### config.mk
export PLATFORM = sky130hd
export DESIGN_NAME = cactl_core
export DESIGN_NICKNAME = d
export VERILOG_FILES = /design/src/rtl/cactl_pkg.sv /design/src/rtl/cactl_pend_cnt.sv /design/src/rtl/cactl_ctl_decode.sv /design/src/rtl/cactl_core.sv
export SDC_FILE = /design/constraint.sdc
export NUM_CORES = 1
export LEC_CHECK = 0
export BUFFER_PORTS_ARGS = -buffer_cell sky130_fd_sc_hd__buf_2
export CORE_MARGIN = 3
export CORE_UTILIZATION = 47
export DETAILED_ROUTE_END_ITERATION = 12
export GPL_ROUTABILITY_DRIVEN = 1
export PLACE_DENSITY = 0.8
export REMOVE_ABC_BUFFERS = 1
export SLEW_MARGIN = 5
export SYNTH_ARGS = -nofsm -noshare
export SYNTH_HDL_FRONTEND = slang
export SYNTH_SLANG_ARGS = --single-unit
### constraint.sdc
create_clock -name clk -period 2.7 [get_ports clk]
set_input_delay 0.81 -clock clk [delete_from_list [all_inputs] [get_ports clk]]
set_output_delay 0.81 -clock clk [all_outputs]
set_load 0.05 [all_outputs]
### src/rtl/cactl_pkg.sv
package cactl_pkg;

    typedef enum logic [3:0] {
        CU_IDLE   = 4'd0,
        CU_SUSP   = 4'd1,
        CU_ACTIVE = 4'd2
    } cu_state_t;

    typedef enum logic [3:0] {
        RU_IDLE  = 4'd0,
        RU_SUSP  = 4'd1,
        RU_READY = 4'd4
    } ru_state_t;

    typedef enum logic [1:0] {
        ST_IDLE = 2'd0,
        ST_HDR  = 2'd1,
        ST_EXEC = 2'd2
    } walk_state_t;

    // event flags, msb first: done-with-irq, frame rx, cu left, ru left
    typedef struct packed {
        logic cmd_done;
        logic frame_rx;
        logic cu_left;
        logic ru_left;
    } evt_flags_t;

    typedef struct packed {
        logic [3:0] ack;
        logic       spare;
        logic [2:0] cu_op;
        logic       soft_rst;
        logic [2:0] ru_op;
        logic [3:0] low;
    } ctl_word_t;

    typedef struct packed {
        logic       eol;
        logic       susp;
        logic       intr;
        logic [9:0] spare;
        logic [2:0] code;
    } list_hdr_t;

    localparam logic [15:0] STAT_BUSY    = 16'h4000;
    localparam logic [15:0] STAT_DONE_OK = 16'hA000;

    function automatic logic [15:0] pack_status(evt_flags_t f, cu_state_t c, ru_state_t r);
        return {f, c, r, 4'h0};
    endfunction

endpackage

### src/rtl/cactl_pend_cnt.sv
module cactl_pend_cnt #(
    parameter int W = 4
) (
    input  logic clk,
    input  logic rst,
    input  logic inc,
    input  logic dec,
    output logic nz,
    output logic next_nz
);
    localparam logic [W-1:0] MAXV = '1;

    logic [W-1:0] cnt, cnt_n;

    always_comb begin
        cnt_n = cnt;
        if (inc && !dec && cnt != MAXV)
            cnt_n = cnt + 1'b1;
        else if (!inc && dec && cnt != '0)
            cnt_n = cnt - 1'b1;
    end

    always_ff @(posedge clk) begin
        if (rst) cnt <= '0;
        else     cnt <= cnt_n;
    end

    assign nz      = (cnt != '0);
    assign next_nz = (cnt_n != '0);
endmodule

### src/rtl/cactl_ctl_decode.sv
module cactl_ctl_decode
    import cactl_pkg::*;
(
    input  ctl_word_t  w,
    input  cu_state_t  cu_i,
    input  ru_state_t  ru_i,
    input  evt_flags_t fl_i,
    output cu_state_t  cu_o,
    output ru_state_t  ru_o,
    output evt_flags_t fl_o,
    output logic       soft_rst
);
    logic unused_ctl;
    assign unused_ctl = ^{w.spare, w.low};

    always_comb begin
        fl_o = evt_flags_t'(fl_i & ~w.ack);
        cu_o = cu_i;
        ru_o = ru_i;
        case (w.cu_op)
            3'd1: cu_o = CU_ACTIVE;
            3'd4: begin
                cu_o = CU_SUSP;
                fl_o.cu_left = 1'b1;
            end
            default: ;
        endcase
        case (w.ru_op)
            3'd1, 3'd2: ru_o = RU_IDLE;
            3'd3, 3'd4: begin
                ru_o = RU_SUSP;
                fl_o.ru_left = 1'b1;
            end
            default: ;
        endcase
        soft_rst = w.soft_rst;
        if (w.soft_rst) begin
            cu_o = CU_IDLE;
            ru_o = RU_SUSP;
            fl_o = '0;
        end
    end
endmodule

### src/rtl/cactl_core.sv
module cactl_core
    import cactl_pkg::*;
#(
    parameter int PEND_W = 4
) (
    input  logic        clk,
    input  logic        rst,
    input  logic        ca_pulse,
    input  logic [15:0] ctl_word,
    input  logic        rx_frame_evt,
    input  logic        cmd_valid,
    input  logic [15:0] cmd_hdr,
    input  logic        cmd_link_null,
    output logic        cmd_ready,
    output logic        cmd_stat_we,
    output logic [15:0] cmd_stat,
    output logic [15:0] status_word,
    output logic        irq
);
    walk_state_t st, st_n;
    cu_state_t   cu, cu_n, d_cu;
    ru_state_t   ru, ru_n, d_ru;
    evt_flags_t  fl, fl_n, d_fl;
    list_hdr_t   hdr_q, hdr_n;
    logic        lnull_q, lnull_n;
    logic        send_q, send_n;
    logic        irq_n, we_n;
    logic [15:0] stat_n;
    logic        d_srst, dec, pend_nz, pend_next_nz;

    logic unused_hdr;
    assign unused_hdr = ^{hdr_q.spare, hdr_q.code};

    assign dec = (st == ST_IDLE) && (ca_pulse || pend_nz);

    cactl_pend_cnt #(.W(PEND_W)) u_pend (
        .clk     (clk),
        .rst     (rst),
        .inc     (ca_pulse),
        .dec     (dec),
        .nz      (pend_nz),
        .next_nz (pend_next_nz)
    );

    cactl_ctl_decode u_dec (
        .w        (ctl_word_t'(ctl_word)),
        .cu_i     (cu),
        .ru_i     (ru),
        .fl_i     (fl),
        .cu_o     (d_cu),
        .ru_o     (d_ru),
        .fl_o     (d_fl),
        .soft_rst (d_srst)
    );

    always_comb begin
        st_n    = st;
        cu_n    = cu;
        ru_n    = ru;
        fl_n    = fl;
        hdr_n   = hdr_q;
        lnull_n = lnull_q;
        send_n  = send_q;
        irq_n   = 1'b0;
        we_n    = 1'b0;
        stat_n  = cmd_stat;
        case (st)
            ST_IDLE: begin
                if (dec) begin
                    cu_n = d_cu;
                    ru_n = d_ru;
                    fl_n = d_fl;
                    if (d_srst) send_n = 1'b0;
                    if (d_cu == CU_ACTIVE) begin
                        st_n = ST_HDR;
                    end else if (!pend_next_nz) begin
                        irq_n  = send_n;
                        send_n = 1'b0;
                    end
                end
            end
            ST_HDR: begin
                if (cmd_valid) begin
                    hdr_n   = list_hdr_t'(cmd_hdr);
                    lnull_n = cmd_link_null;
                    we_n    = 1'b1;
                    stat_n  = STAT_BUSY;
                    st_n    = ST_EXEC;
                end
            end
            ST_EXEC: begin
                we_n        = 1'b1;
                stat_n      = STAT_DONE_OK;
                fl_n.cmd_done = hdr_q.intr;
                if (hdr_q.susp) cu_n = CU_SUSP;
                if (hdr_q.intr) send_n = 1'b1;
                if (cu_n == CU_ACTIVE && !hdr_q.eol && !lnull_q) begin
                    st_n = ST_HDR;
                end else begin
                    st_n = ST_IDLE;
                    if (!pend_next_nz) begin
                        irq_n  = send_n;
                        send_n = 1'b0;
                    end
                end
            end
            default: st_n = ST_IDLE;
        endcase
        if (rx_frame_evt) fl_n.frame_rx = 1'b1;
    end

    always_ff @(posedge clk) begin
        if (rst) begin
            st          <= ST_IDLE;
            cu          <= CU_IDLE;
            ru          <= RU_SUSP;
            fl          <= '0;
            hdr_q       <= '0;
            lnull_q     <= 1'b0;
            send_q      <= 1'b0;
            irq         <= 1'b0;
            cmd_stat_we <= 1'b0;
            cmd_stat    <= '0;
        end else begin
            st          <= st_n;
            cu          <= cu_n;
            ru          <= ru_n;
            fl          <= fl_n;
            hdr_q       <= hdr_n;
            lnull_q     <= lnull_n;
            send_q      <= send_n;
            irq         <= irq_n;
            cmd_stat_we <= we_n;
            cmd_stat    <= stat_n;
        end
    end

    assign cmd_ready   = (st == ST_HDR);
    assign status_word = pack_status(fl, cu, ru);
endmodule

=== Word-level counts from Yosys, hierarchy flattened ===
Cells that the tools add are included.

* Bits in registers: 41
* Word-level logic and storage cells: 103

* $add $sub $neg: 2
* Equality and inequality tests: 14
* Muxes and demuxes: 40
* Bitwise logic cells: 2
* Reduce and logical (&&, ||, !) cells: 29

{| class="wikitable"
|+ Operators by type and width
! cell !! number
|-
| $mux 4 || 9
|-
| $pmux 16 s2 || 1
|-
| $pmux 4 s2 || 3
|-
| $mux 1 || 17
|-
| $mux 16 || 1
|-
| $reduce_and 2->1 || 5
|-
| $eq 4x2->1 const B || 2
|-
| $pmux 1 s2 || 4
|-
| $reduce_bool 2->1 || 4
|-
| $reduce_bool 4->1 || 2
|-
| $logic_and 1x1->1 || 7
|-
| $eq 3x1->1 const B || 2
|-
| $eq 3x2->1 const B || 2
|-
| $eq 3x3->1 const B || 2
|-
| $mux 2 || 3
|-
| $pmux 2 s3 || 1
|-
| $reduce_and 3->1 || 2
|-
| $add 4x1->4 const B || 1
|-
| $and 4x4->4 || 1
|-
| $logic_not 1->1 || 4
|-
| $ne 2x1->1 const B || 2
|-
| $ne 4x4->1 const B || 1
|-
| $not 4->4 || 1
|-
| $reduce_or 2->1 || 2
|-
| 8 further kinds || 8
|}

=== Logic depth before layout (Yosys ltp) ===
* Word-level depth: 12
* Gate-level depth with buffers: 8
* Mapped depth without buffers: 7

=== By module ===
From an unflattened synthesis, not the netlist that was laid out.

* Cell total of the unflattened synthesis: 218
* Area total of the unflattened synthesis: 1735.4 µm²

{| class="wikitable"
|+ By module, submodules not included
! module !! instances !! cells an instance !! area an instance (µm²) !! seq. area each (µm²)
|-
| cactl_core || 1 || 144 || 1183.6 || 460.4
|-
| cactl_pend_cnt || 1 || 42 || 359.1 || 80.1
|-
| cactl_ctl_decode || 1 || 32 || 192.7 || 0.0
|}

=== Worst setup path after synthesis ===
Ideal clock, no wire load.

* Path type: in2reg
* Start: input ca_pulse
* End: register send_q
* Setup time: 0.120 ns
* Arrival time: 2.072 ns
* Path slack: 0.508 ns
* Stages: 6
* Cell sequence: clkbuf_2 > nand3_1 > or4b_1 > o311ai_1 > o211ai_1 > o31a_1

* Longest elaborated chain between the ends: 11
* Elaborated cells between the ends (all ways): 19

{| class="wikitable"
|+ Ends and longest elaborated chain
! what !! RTL line !! source
|-
| start, declared || cactl_core.sv:8 || <nowiki>input logic ca_pulse,</nowiki>
|-
| $logic_or 1x1->1 || cactl_core.sv:34 || <nowiki>assign dec = (st == ST_IDLE) && (ca_pulse || pend_nz);</nowiki>
|-
| $logic_and 1x1->1 || cactl_core.sv:34 ||
|-
| $logic_and 1x1->1 or $logic_not 1->1 (tied branches) || cactl_pend_cnt.sv:19, cactl_pend_cnt.sv:17 ||
|-
| $logic_and 1x1->1 (on tied branches) || cactl_pend_cnt.sv:19, cactl_pend_cnt.sv:17 ||
|-
| $mux 4 or $logic_and 1x1->1 (tied branches) || cactl_pend_cnt.sv:19, cactl_pend_cnt.sv:17 ||
|-
| $mux 4 || cactl_pend_cnt.sv:17 || <nowiki>if (inc && !dec && cnt != MAXV)</nowiki>
|-
| $reduce_bool 4->1 || cactl_pend_cnt.sv:29 || <nowiki>assign next_nz = (cnt_n != '0);</nowiki>
|-
| $mux 1 || cactl_core.sv:76 || <nowiki>end else if (!pend_next_nz) begin</nowiki>
|-
| $mux 1 || cactl_core.sv:74 || <nowiki>if (d_cu == CU_ACTIVE) begin</nowiki>
|-
| $mux 1 || cactl_core.sv:69 || <nowiki>if (dec) begin</nowiki>
|-
| $pmux 1 s2 || cactl_core.sv:67 || <nowiki>case (st)</nowiki>
|-
| end signal, assigned || cactl_core.sv:131 || <nowiki>send_q <= send_n;</nowiki>
|-
| end, declared || cactl_core.sv:26 || <nowiki>logic send_q, send_n;</nowiki>
|}

Parallel ways exist; a longest one is shown, timed or not. The select of a mux whose other input is x is not followed.
A chain may end at the register's enable or synchronous reset.

=== Final worst setup path ===
* Start: register st[1]
* End: output cmd_ready

* Longest elaborated chain between the ends: 1

{| class="wikitable"
|+ Ends and longest elaborated chain
! what !! RTL line !! source
|-
| start, declared || cactl_core.sv:20 || <nowiki>walk_state_t st, st_n;</nowiki>
|-
| start signal, assigned || cactl_core.sv:125 || <nowiki>st <= st_n;</nowiki>
|-
| $eq 2x1->1 || cactl_core.sv:138 || <nowiki>assign cmd_ready = (st == ST_HDR);</nowiki>
|-
| end, declared || cactl_core.sv:14 || <nowiki>output logic cmd_ready,</nowiki>
|}

No other way between the ends.

==> run summary <==
PortBufs: 34
H-tree depth: 1
largest family of logic cells by synthesized area: simple AND/OR/NAND/NOR gates
die area: 4150 sq um
number of synthesized flops with an enable pin: 0
crit path cell chain: inv_1 -> ha_1 -> buf_2
register area share after synthesis: 30.0%
core box area: 3150 sq um
worst endpoint required time: 1890 ps
postcts setup bufs: 0
endpoints failing hold: 0
XOR/XNOR Fraction of Synth Area: 1.09%
max-slew violations: 0
#FFs+latches synth: 24
TritonCTS buffer count: 3
post-route minimum period: 2290 ps
Syn Area/Cell: 7.78 sq um
# fillers: 312
most frequent cells after synthesis: dfxtp_1 (24), nor2_1 (23), buf_4 (21)
Die X: 64.4 um
CTS Root Cell: clkbuf_4
pwr/cell area: 925 nW/um^2
Final Setup Violations: 0
floorplan row count: 20
VDD IR-drop max: 0.478 mV
slowest CP cell: ha_1
final wirelength: 3400 um
Final Instance Area: 1760 sq um
delay-heaviest family, CP: buffers and inverters
CP Launch Type: flip-flop
Simple-Gate Fraction of Synth Area: 26.2%
CTS clk-pin slew, worst paths: 130 ps
GRT Overall Usage: 16.7%
critical path class: reg2out
Synth Area in Compound Gates: 21.7%
Via density: 5.23
status: completed
worst-path fanout max: 11
setup TNS: 0 ps
Yosys warning count: 0
num ports: 73
largest net degree at the start of global routing: 24
CTS max path bufs: 2
Initial Util: 50.8%
RSZ-0062 raised after global routing: no
Post-CTS Hold Buffers: 0
unique cell type count in the Yosys netlist: 46
drt wl/cell: 12.1 um
cell with the most instances after synthesis: dfxtp_1
top_reg_cell synth: dfxtp_1
CTS tree: done
max frequency: 437 MHz
mux cell area share after synthesis: 1.25%
Placed Area: 1730 sq um
clock net sink count: 24
arrival time worst endpoint: 1480 ps
Power Total: 1630 uW
routed via count: 1465
post-cts sizing count: 0
Synth top area share: 30.0%
first-pass GRT wire length: 5720 um
Routed Antenna Nets: 0
cells after synthesis: 206
clock latency on the worst-skew pair: 320 ps
n_diodes: 0
area grow syn2layout: 9.91%
height of the die: 64.4 um
initial DRC count: 61
Mapped Area: 1600 sq um
Async SR Flop Fraction: 0%
Crit. End Element: output port
max cap viols: 0
Detailed Routing Iterations Pass 1: 4
ranking of synthesized cells by area: dfxtp_1 (30%), buf_4 (9.8%), ha_1 (5.5%)
layout cells sized above 1: 19.1%
CP max stage delay: 370 ps
Post-Synth Adder-Cell Area: 5.46%
Hold Path Class: reg2reg
initial antenna violation count: 0
Nets: 282
area leader, netlist: dfxtp_1
DP Wirelength: 2610 um
CP bufs+invs: 2
routability cong.: 0.871
Final Skew: 1.85 ps
GRT overflow: 0
period utilization: 84.7%
number of global-route vias before repair: 1296
drt drc: 0
Lkg Pwr: 0.000766 uW
[per-stage QoR]
step	instances	util, %	setup slack, ps	hold slack (ps)
final	280	55.9	413	478
after global placement	276	54.7	372	456
after CTS	280	55.9	409	480
after floorplan	196	-	548	438
after detailed placement	276	54.7	331	462
after global routing	280	55.9	305	525
[report_power, final]
group          total (uW)  internal [uW]  switching (uW)  leakage, uW
combinational         926            337             589     0.000549
sequential            511            424            87.3     0.000195
clock                 191           82.5             109    0.0000210
[sequential cells by signal, summed over array words and instances (netlist names), 2 cells and up]
name,flops
hdr_q,3
cu,4
cmd_stat,2
status_word,4
u_pend.cnt,4
st,2
[path summary, 6_finish.rpt]
path                             from              endpoint  slack (ps)  cells past startpoint
min              lnull_q$_SDFFE_PP0P_  lnull_q$_SDFFE_PP0P_         480                      2
max                st[1]$_SDFFE_PP0P_             cmd_ready         410                      3
min reg2reg      lnull_q$_SDFFE_PP0P_  lnull_q$_SDFFE_PP0P_         480                      2
max reg2reg  u_pend.cnt[0]$_SDFF_PP0_    st[0]$_SDFFE_PP0P_         440                      6
[per-layer routing]
layer / vias to the layer above / track usage [%] / wire [um]
li1: 741 / - / -
met1: 678 / 21.5 / 1510
met2: 39 / 28.4 / 1640
met3: 7 / 2.46 / 192
met4: 0 / 5.80 / 54
met5: - / 0 / 0
[tightest hold or removal path, cell delays in order (launching register included)]
cell and delay (ps):
dfxtp_1 340, nand2_1 50, a21oi_1 50
[cell type report]
class / count / area, sq um / share of cell area, %
multi-input cells: 162 / 967 / 54.9
flip-flops and latches: 24 / 480 / 27.3
repair buffers: 36 / 185 / 10.5
well taps: 44 / 55.1 / 3.12
inverters: 10 / 37.5 / 2.13
clock buffers: 4 / 36.3 / 2.06
[layout by cell type (no fill, tap or decap), types with 2 or more instances in the layout]
cell type	synthesis	final
nand3_1	9	9
buf_2	0	34
nand2b_1	6	6
buf_4	21	2
a32oi_1	3	3
nor3b_1	3	3
nand2_1	16	16
nor2b_1	3	3
nor3_1	3	3
a22oi_1	2	2
ha_1	7	7
conb_1	1	20
and2_1	2	2
inv_1	10	10
o21ai_0	13	13
nor4_1	2	2
xnor2_1	2	2
or4b_1	2	2
o21bai_1	2	2
nor2_1	23	23
o21a_1	3	3
a21o_1	2	2
mux2i_1	2	2
or4_1	2	2
clkbuf_4	0	3
a211oi_1	2	2
dfxtp_1	24	24
a21oi_1	14	14
a311oi_1	2	2
[logic make-up (layout without fill, tap and decap cells)]
group | Yosys count | in the layout
adders and majority gates | 7 | 7
other | 1 | 20
DFF | 24 | 24
buffers and inverters | 39 | 50
AOI/OAI and AO/OA | 53 | 53
muxes | 2 | 2
and+or+nand+nor | 78 | 78
xor gates and xnor gates | 2 | 2
(Power assumes the default switching activity.)
